## src/rtl/nps_pkg.sv

```systemverilog
package nps_pkg;

   typedef enum logic [1:0] {
      K_CMD   = 2'd0,
      K_ADDR  = 2'd1,
      K_WDATA = 2'd2,
      K_RDATA = 2'd3
   } req_kind_t;

   localparam logic [7:0] OP_READ_LO  = 8'h00;
   localparam logic [7:0] OP_READ_HI  = 8'h01;
   localparam logic [7:0] OP_PROG     = 8'h80;
   localparam logic [7:0] OP_CONFIRM  = 8'h10;
   localparam logic [7:0] OP_STATUS   = 8'h70;
   localparam logic [7:0] STATUS_PASS = 8'h00;

   typedef enum logic [3:0] {
      S_IDLE, S_CMD1, S_ADDR, S_RWAIT, S_RREQ, S_RRSP, S_RDRAIN,
      S_WDATA, S_CMD2, S_PWAIT, S_SCMD, S_SREQ, S_SRSP, S_DONE
   } seq_state_t;

endpackage

```

## src/rtl/nps_addr_mux.sv

```systemverilog
module nps_addr_mux #(
   parameter int ROW_W = 17
) (
   input  logic [7:0]       col,
   input  logic [ROW_W-1:0] row,
   input  logic [1:0]       idx,
   output logic [7:0]       abyte
);
   localparam int PAD = 24 - ROW_W;

   logic [23:0] row_x;

   generate
      if (PAD > 0) begin : g_pad
         assign row_x = {{PAD{1'b0}}, row};
      end else begin : g_nopad
         assign row_x = row[23:0];
      end
   endgenerate

   always_comb begin
      unique case (idx)
         2'd0: abyte = col;
         2'd1: abyte = row_x[7:0];
         2'd2: abyte = row_x[15:8];
         default: abyte = row_x[23:16];
      endcase
   end
endmodule

```

## src/rtl/nps_rb_waiter.sv

```systemverilog
module nps_rb_waiter #(
   parameter int TIMEOUT     = 100000,
   parameter int SYNC_STAGES = 2
) (
   input  logic clk,
   input  logic rst_n,
   input  logic go,
   input  logic rb_n_raw,
   output logic fin,
   output logic tmo
);
   localparam int CW = $clog2(TIMEOUT + 1);

   typedef enum logic [1:0] {W_OFF, W_LOW, W_HIGH} wph_t;

   wph_t          ph;
   logic [CW-1:0] cnt;
   logic          rb;

   generate
      if (SYNC_STAGES == 0) begin : g_nosync
         assign rb = rb_n_raw;
      end else begin : g_sync
         logic [SYNC_STAGES-1:0] sh;
         always_ff @(posedge clk or negedge rst_n) begin
            if (!rst_n) sh <= '1;
            else        sh <= {sh[SYNC_STAGES-2 >= 0 ? SYNC_STAGES-2 : 0 : 0], rb_n_raw} & {SYNC_STAGES{1'b1}};
         end
         assign rb = sh[SYNC_STAGES-1];
      end
   endgenerate

   assign fin = (ph == W_HIGH) && rb;
   assign tmo = (ph != W_OFF) && !fin && (cnt == CW'(TIMEOUT - 1));

   always_ff @(posedge clk or negedge rst_n) begin
      if (!rst_n) begin
         ph  <= W_OFF;
         cnt <= '0;
      end else if (go) begin
         ph  <= W_LOW;
         cnt <= '0;
      end else if (fin || tmo) begin
         ph  <= W_OFF;
         cnt <= '0;
      end else if (ph != W_OFF) begin
         cnt <= cnt + 1'b1;
         if (ph == W_LOW && !rb) ph <= W_HIGH;
      end
   end

   AST_WAIT_BOUNDED: assert property (@(posedge clk) disable iff (!rst_n)
      (ph != W_OFF) |-> (cnt < CW'(TIMEOUT))) else $error("wait counter overran");
endmodule

```

## src/rtl/nps_byte_counter.sv

```systemverilog
module nps_byte_counter #(
   parameter int COUNT = 528
) (
   input  logic clk,
   input  logic rst_n,
   input  logic clr,
   input  logic inc,
   output logic last
);
   localparam int CW = $clog2(COUNT);

   logic [CW-1:0] cnt;

   assign last = (cnt == CW'(COUNT - 1));

   always_ff @(posedge clk or negedge rst_n) begin
      if (!rst_n)   cnt <= '0;
      else if (clr) cnt <= '0;
      else if (inc) cnt <= last ? '0 : cnt + 1'b1;
   end

   AST_COUNT_RANGE: assert property (@(posedge clk) disable iff (!rst_n)
      cnt <= CW'(COUNT - 1)) else $error("byte count out of range");
endmodule

```

## src/rtl/nand_page_seq.sv

```systemverilog
module nand_page_seq import nps_pkg::*; #(
   parameter int PAGE_BYTES      = 528,
   parameter int PAGES_PER_BLOCK = 32,
   parameter int NUM_BLOCKS      = 4096,
   parameter int BUSY_TIMEOUT    = 100000,
   parameter int RB_SYNC_STAGES  = 2,
   localparam int ROW_W = $clog2(PAGES_PER_BLOCK) + $clog2(NUM_BLOCKS)
) (
   input  logic             clk,
   input  logic             rst_n,
   input  logic             start,
   input  logic             op_prog,
   input  logic             half_sel,
   input  logic [7:0]       col_addr,
   input  logic [ROW_W-1:0] row_addr,
   output logic             busy,
   output logic             done,
   output logic             prog_fail,
   output logic             err_timeout,
   output logic [7:0]       rd_data,
   output logic             rd_valid,
   input  logic             rd_ready,
   input  logic [7:0]       wr_data,
   input  logic             wr_valid,
   output logic             wr_ready,
   output logic             req_valid,
   input  logic             req_ready,
   output logic [1:0]       req_kind,
   output logic [7:0]       req_byte,
   input  logic             rsp_valid,
   input  logic [7:0]       rsp_byte,
   input  logic             rb_n
);
   generate
      if (PAGE_BYTES < 2) begin : g_bad_page
         $error("PAGE_BYTES must be at least 2");
      end
      if (ROW_W > 24 || ROW_W < 1) begin : g_bad_row
         $error("row address must fit in three address bytes");
      end
      if (BUSY_TIMEOUT < 2) begin : g_bad_tmo
         $error("BUSY_TIMEOUT must be at least 2");
      end
      if (RB_SYNC_STAGES > 4) begin : g_bad_sync
         $error("RB_SYNC_STAGES must be 0 to 4");
      end
   endgenerate

   seq_state_t       st;
   req_kind_t        kind_c;
   logic             is_prog_q, half_q;
   logic [7:0]       col_q;
   logic [ROW_W-1:0] row_q;
   logic [1:0]       aidx;
   logic [7:0]       rd_buf;
   logic             rd_full;
   logic             fail_q, tmo_q;
   logic             req_fire;
   logic [7:0]       addr_byte;
   logic             wait_go, wait_fin, wait_tmo;
   logic             cnt_clr, cnt_inc, cnt_last;

   nps_addr_mux #(.ROW_W(ROW_W)) i_amux (
      .col(col_q), .row(row_q), .idx(aidx), .abyte(addr_byte)
   );

   nps_rb_waiter #(.TIMEOUT(BUSY_TIMEOUT), .SYNC_STAGES(RB_SYNC_STAGES)) i_wait (
      .clk(clk), .rst_n(rst_n), .go(wait_go), .rb_n_raw(rb_n),
      .fin(wait_fin), .tmo(wait_tmo)
   );

   nps_byte_counter #(.COUNT(PAGE_BYTES)) i_cnt (
      .clk(clk), .rst_n(rst_n), .clr(cnt_clr), .inc(cnt_inc), .last(cnt_last)
   );

   // request channel decode
   always_comb begin
      req_valid = 1'b0;
      kind_c    = K_CMD;
      req_byte  = 8'h00;
      wr_ready  = 1'b0;
      unique case (st)
         S_CMD1: begin
            req_valid = 1'b1;
            req_byte  = is_prog_q ? OP_PROG : (half_q ? OP_READ_HI : OP_READ_LO);
         end
         S_ADDR: begin
            req_valid = 1'b1;
            kind_c    = K_ADDR;
            req_byte  = addr_byte;
         end
         S_RREQ: begin
            req_valid = !rd_full;
            kind_c    = K_RDATA;
         end
         S_WDATA: begin
            req_valid = wr_valid;
            kind_c    = K_WDATA;
            req_byte  = wr_data;
            wr_ready  = req_ready;
         end
         S_CMD2: begin
            req_valid = 1'b1;
            req_byte  = OP_CONFIRM;
         end
         S_SCMD: begin
            req_valid = 1'b1;
            req_byte  = OP_STATUS;
         end
         S_SREQ: begin
            req_valid = 1'b1;
            kind_c    = K_RDATA;
         end
         default: ;
      endcase
   end

   assign req_kind = kind_c;
   assign req_fire = req_valid && req_ready;
   assign wait_go  = req_fire && (((st == S_ADDR) && (aidx == 2'd3) && !is_prog_q) ||
                                  (st == S_CMD2));
   assign cnt_clr  = (st == S_IDLE);
   assign cnt_inc  = ((st == S_RRSP) && rsp_valid) || ((st == S_WDATA) && req_fire);

   always_ff @(posedge clk or negedge rst_n) begin
      if (!rst_n) begin
         st        <= S_IDLE;
         is_prog_q <= 1'b0;
         half_q    <= 1'b0;
         col_q     <= '0;
         row_q     <= '0;
         aidx      <= '0;
         rd_buf    <= '0;
         rd_full   <= 1'b0;
         fail_q    <= 1'b0;
         tmo_q     <= 1'b0;
      end else begin
         if (rd_full && rd_ready) rd_full <= 1'b0;
         unique case (st)
            S_IDLE: if (start) begin
               is_prog_q <= op_prog;
               half_q    <= half_sel;
               col_q     <= col_addr;
               row_q     <= row_addr;
               aidx      <= '0;
               fail_q    <= 1'b0;
               tmo_q     <= 1'b0;
               st        <= S_CMD1;
            end
            S_CMD1: if (req_fire) st <= S_ADDR;
            S_ADDR: if (req_fire) begin
               aidx <= aidx + 1'b1;
               if (aidx == 2'd3) st <= is_prog_q ? S_WDATA : S_RWAIT;
            end
            S_RWAIT: begin
               if (wait_tmo) begin
                  tmo_q <= 1'b1;
                  st    <= S_DONE;
               end else if (wait_fin) begin
                  st <= S_RREQ;
               end
            end
            S_RREQ: if (req_fire) st <= S_RRSP;
            S_RRSP: if (rsp_valid) begin
               rd_buf  <= rsp_byte;
               rd_full <= 1'b1;
               st      <= cnt_last ? S_RDRAIN : S_RREQ;
            end
            S_RDRAIN: if (!rd_full || rd_ready) st <= S_DONE;
            S_WDATA: if (req_fire && cnt_last) st <= S_CMD2;
            S_CMD2: if (req_fire) st <= S_PWAIT;
            S_PWAIT: begin
               if (wait_tmo) begin
                  tmo_q <= 1'b1;
                  st    <= S_DONE;
               end else if (wait_fin) begin
                  st <= S_SCMD;
               end
            end
            S_SCMD: if (req_fire) st <= S_SREQ;
            S_SREQ: if (req_fire) st <= S_SRSP;
            S_SRSP: if (rsp_valid) begin
               fail_q <= (rsp_byte != STATUS_PASS);
               st     <= S_DONE;
            end
            S_DONE: st <= S_IDLE;
            default: st <= S_IDLE;
         endcase
      end
   end

   assign busy        = (st != S_IDLE);
   assign done        = (st == S_DONE);
   assign prog_fail   = fail_q;
   assign err_timeout = tmo_q;
   assign rd_data     = rd_buf;
   assign rd_valid    = rd_full;

   AST_DONE_ONE_CYCLE: assert property (@(posedge clk) disable iff (!rst_n)
      done |=> !done) else $error("done longer than one cycle");
   AST_DONE_UNDER_BUSY: assert property (@(posedge clk) disable iff (!rst_n)
      done |-> busy) else $error("done without busy");
   AST_BUSY_NEEDS_START: assert property (@(posedge clk) disable iff (!rst_n)
      $rose(busy) |-> $past(start)) else $error("busy rose without start");
   AST_IDLE_NO_REQ: assert property (@(posedge clk) disable iff (!rst_n)
      !busy |-> !req_valid) else $error("request while idle");
   AST_REQ_HELD: assert property (@(posedge clk) disable iff (!rst_n)
      (req_valid && !req_ready && (req_kind != 2'd2)) |=>
         (req_valid && $stable(req_kind) && $stable(req_byte)))
      else $error("request changed before acceptance");
   AST_RD_HELD: assert property (@(posedge clk) disable iff (!rst_n)
      (rd_valid && !rd_ready) |=> (rd_valid && $stable(rd_data)))
      else $error("read byte dropped while stalled");
   AST_TMO_ENDS_OP: assert property (@(posedge clk) disable iff (!rst_n)
      $rose(err_timeout) |-> done) else $error("timeout flag without done");
endmodule

```

## config.mk

```make
export PLATFORM = sky130hd
export DESIGN_NAME = nand_page_seq
export DESIGN_NICKNAME = d
export VERILOG_FILES = /design/src/rtl/nps_pkg.sv /design/src/rtl/nps_addr_mux.sv /design/src/rtl/nps_rb_waiter.sv /design/src/rtl/nps_byte_counter.sv /design/src/rtl/nand_page_seq.sv
export SDC_FILE = /design/constraint.sdc
export NUM_CORES = 1
export LEC_CHECK = 0
export BUFFER_PORTS_ARGS = -buffer_cell sky130_fd_sc_hd__buf_2
export CORE_MARGIN = 1
export CORE_UTILIZATION = 50
export CTS_CLUSTER_DIAMETER = 40
export DETAILED_ROUTE_END_ITERATION = 8
export PLACE_DENSITY = 0.76
export SYNTH_ARGS = -nofsm -noshare
export SYNTH_HDL_FRONTEND = slang
export SYNTH_SLANG_ARGS = --single-unit
```

## constraint.sdc

```tcl
create_clock -name clk -period 2.2 [get_ports clk]
set_input_delay 0.22 -clock clk [delete_from_list [all_inputs] [get_ports clk]]
set_output_delay 0.22 -clock clk [all_outputs]
set_load 0.01 [all_outputs]
```

==> results.sh <==
export IMPL_syn2layout_area_growth_pct=34.01
export IMPL_ys_ff_latch=75
export IMPL_post_route_period_util_pct=102.4
export IMPL_wl_per_cell_um=17.23
export IMPL_worstSetupEndpointType="register"
export IMPL_finClkSkew_ns=0.009663
export IMPL_ios=76
export IMPL_worstPathArrival_ns=2.54
export IMPL_fin_total_pwr_uw=6981
export IMPL_seq_area_frac_synth_pct=46.65
export IMPL_crit_chain="buf_4 > nand3b_1 > o311ai_4 > o41ai_2 > nand4_1 > buf_6 > or3_1 > a21oi_1"
export IMPL_hold_ws_ns=0.06117
export IMPL_cts_buffers=9
export IMPL_critPathLaunchType="register"
export IMPL_viasPerCell=5.946
export IMPL_utilization_pct=69.51
export IMPL_io_buffer_count=75
export IMPL_tns_ns=-0.3097
export IMPL_syn_area_sq_mm=0.004029
export IMPL_path_max_fanout=7
export IMPL_vdd_ir_drop_worst_mv=0.6599
export IMPL_finalWorstSetupSlack_ns=-0.05369
export IMPL_drc_errors=0
export IMPL_yosysTopAreaCell="dfrtp_1"
export IMPL_final_layout_size_suffix_gt1_share_pct=43.75
export IMPL_drt_first_pass_iters=5
export IMPL_fmax_mhz=443.7
export IMPL_placed_cells=593
export IMPL_clk_latency_ns=0.37
export IMPL_stdcell_count=630
export IMPL_vias=3746
export IMPL_clockBufferDepth=2
export IMPL_met3_usage_pct=5.887
export IMPL_violations="negative setup slack"
export IMPL_p_per_area_mw_per_mm2=1293
export IMPL_cts_clk_slew_worst_paths_ns=0.08
export IMPL_htreeDepth=3
export IMPL_maxSlewHeadroom_pct=70.82
export IMPL_drtIter0Drc=273
export IMPL_initial_core_util_pct=51.87
export IMPL_mostFrequentLayoutCell="buf_2"
export IMPL_yosysTopAreaCellShare_pct=45.34
export IMPL_globalRouteMet2Util_pct=39.35
export IMPL_drv_cap=0
export IMPL_crit_type="reg2reg"
export IMPL_crit_family="compound AO/OA/AOI/OAI gates"
export IMPL_finalWirelength_um=10860
export IMPL_grt_ovfl_total=0
export IMPL_first_global_vias=3433
export IMPL_crit_buf_inv=2
export IMPL_core_rowCount=32
export IMPL_synthTopCellsByArea="dfrtp_1 (45%), mux2_2 (9.8%), nor2_1 (3.3%)"
export IMPL_synth_nets=458
export IMPL_drtAntennaViolNets=0
export IMPL_ys_warn_count=0
export IMPL_groute_usage_overall_pct=25.07
export IMPL_cp_slowest_cell="dfrtp_2"
export IMPL_ys_types=59
export IMPL_cts_tree="built"
export IMPL_core_area_sq_mm=0.007767
export IMPL_async_flop_share_pct=100.0
export IMPL_diodes=0
export IMPL_final_cell_mix="buf_2 (75), dfrtp_1 (68), buf_4 (42), mux2_2 (35), nor2_1 (34)"
export IMPL_tightest_slew_ns=0.4377
export IMPL_slowest_delay_ns=0.46
export IMPL_yosys_most_used_dff="dfrtp_1"
export IMPL_fin_crit_ns=2.254
export IMPL_cts_num_sinks=75
export IMPL_cts_root_buffer="clkbuf_8"
export IMPL_grt_first_pass_wirelength_um=16500
export IMPL_syn_inst=401
export IMPL_top_usage_layer="met2"
export IMPL_die_h_um=91.77
export IMPL_drv_slew=0
export IMPL_hold_viol=0
export IMPL_die_x_um=91.77
export IMPL_grtUsageMet1_pct=33.50
export IMPL_die_area_sq_mm=0.008421
export IMPL_setup_violations_final=9
export IMPL_worst_ep_required_time_ns=2.49
export IMPL_nets=580
export IMPL_status="finished, violations left"
export IMPL_synth_edf_count=0
export IMPL_grt_antenna_before_repair=0
export IMPL_grt_max_degree=76
export IMPL_rsz0062_at_grt="true"
export IMPL_min_path_type="in2reg"
export IMPL_p_leak_uw=0.002461
export IMPL_hpwl_um=6940
export IMPL_syn_avg_cell_area_sq_um=10.05
export IMPL_gp_congestion=0.8993
synth_stat cells (8+ instances only):
library cell and count:
xor2_1 8, clkbuf_1 9, nand2_1 30, mux2_2 35
nand2b_1 10, nand3_1 10, a21oi_1 17, dfrtp_1 73
inv_1 10, o21ai_1 10, buf_2 11, a222oi_1 8
o21ai_0 25, or3_1 9, nor2_1 35
timing repair:
action / 4_1_cts / 5_1_grt
gates cloned: 0 / 2
buffers inserted: 6 / 12
hold endpoints to repair: 74 / 0
pin swaps: 4 / 21
setup endpoints to repair: 10 / 28
hold buffers: 2 / 0
gates resized for setup: 22 / 39
cell type report:
cell class / instances / area [sq um]
timing repair buffer: 133 / 893.4
clock inverter: 6 / 88.84
multi-input combinational: 293 / 2225
tap: 102 / 127.6
sequential: 75 / 1886
fill: 547 / 2369
clock buffer: 10 / 137.6
inverter: 11 / 41.29
metrics by stage:
stage	setup slack (ns)	instance area [sq um]
2_1_floorplan	0.01335	4049
3_3_place_gp	0.05459	4758
3_5_place_dp	-0.01421	4758
4_1_cts	-0.01910	5094
5_1_grt	-0.1253	5399
6_report	-0.05369	5399
power breakdown:
group,internal (uW),switching [uW],total (uW),leakage [uW]
clock,669,544,1210,0.000108
combinational,1760,1780,3540,0.00141
sequential,1870,356,2230,0.000947
total,4300,2680,6980,0.00246
flip-flops by register name (all words and copies together), names as in the netlist, 4 cells and up:
name        flops
rd_data         8
row_q          17
st              4
i_wait.cnt     17
col_q           8
i_cnt.cnt      10
worst paths after layout:
path	start	endpoint	slack, ns	cells past startpoint
max in group asynchronous	rst_n	i_wait.g_sync.sh[0]	1.44	3
setup reg to reg	st[1]	i_wait.cnt[7]	-0.05	8
hold reg to reg	i_wait.g_sync.sh[0]	i_wait.g_sync.sh[1]	0.36	0
hold / removal	rd_ready	rd_valid	0.06	2
min in group asynchronous	rst_n	rd_data[5]	0.40	3
setup / recovery	st[1]	i_wait.cnt[7]	-0.05	8
routing by layer:
layer / routed length, um / part of all wire [%]
met1: 4522 / 42
met2: 5200 / 48
met3: 823 / 7.6
met4: 310 / 2.9
met5: 0 / 0
logic make-up after synthesis:
family          share of synthesized area, %
simple gates                           18.29
compound gates                         16.30
flops                                  46.65
mux                                    11.09
buf+inv                                3.416
xor+xnor                               2.391
fa+ha+maj                              1.863
Power figures use the tool's default switching activity.
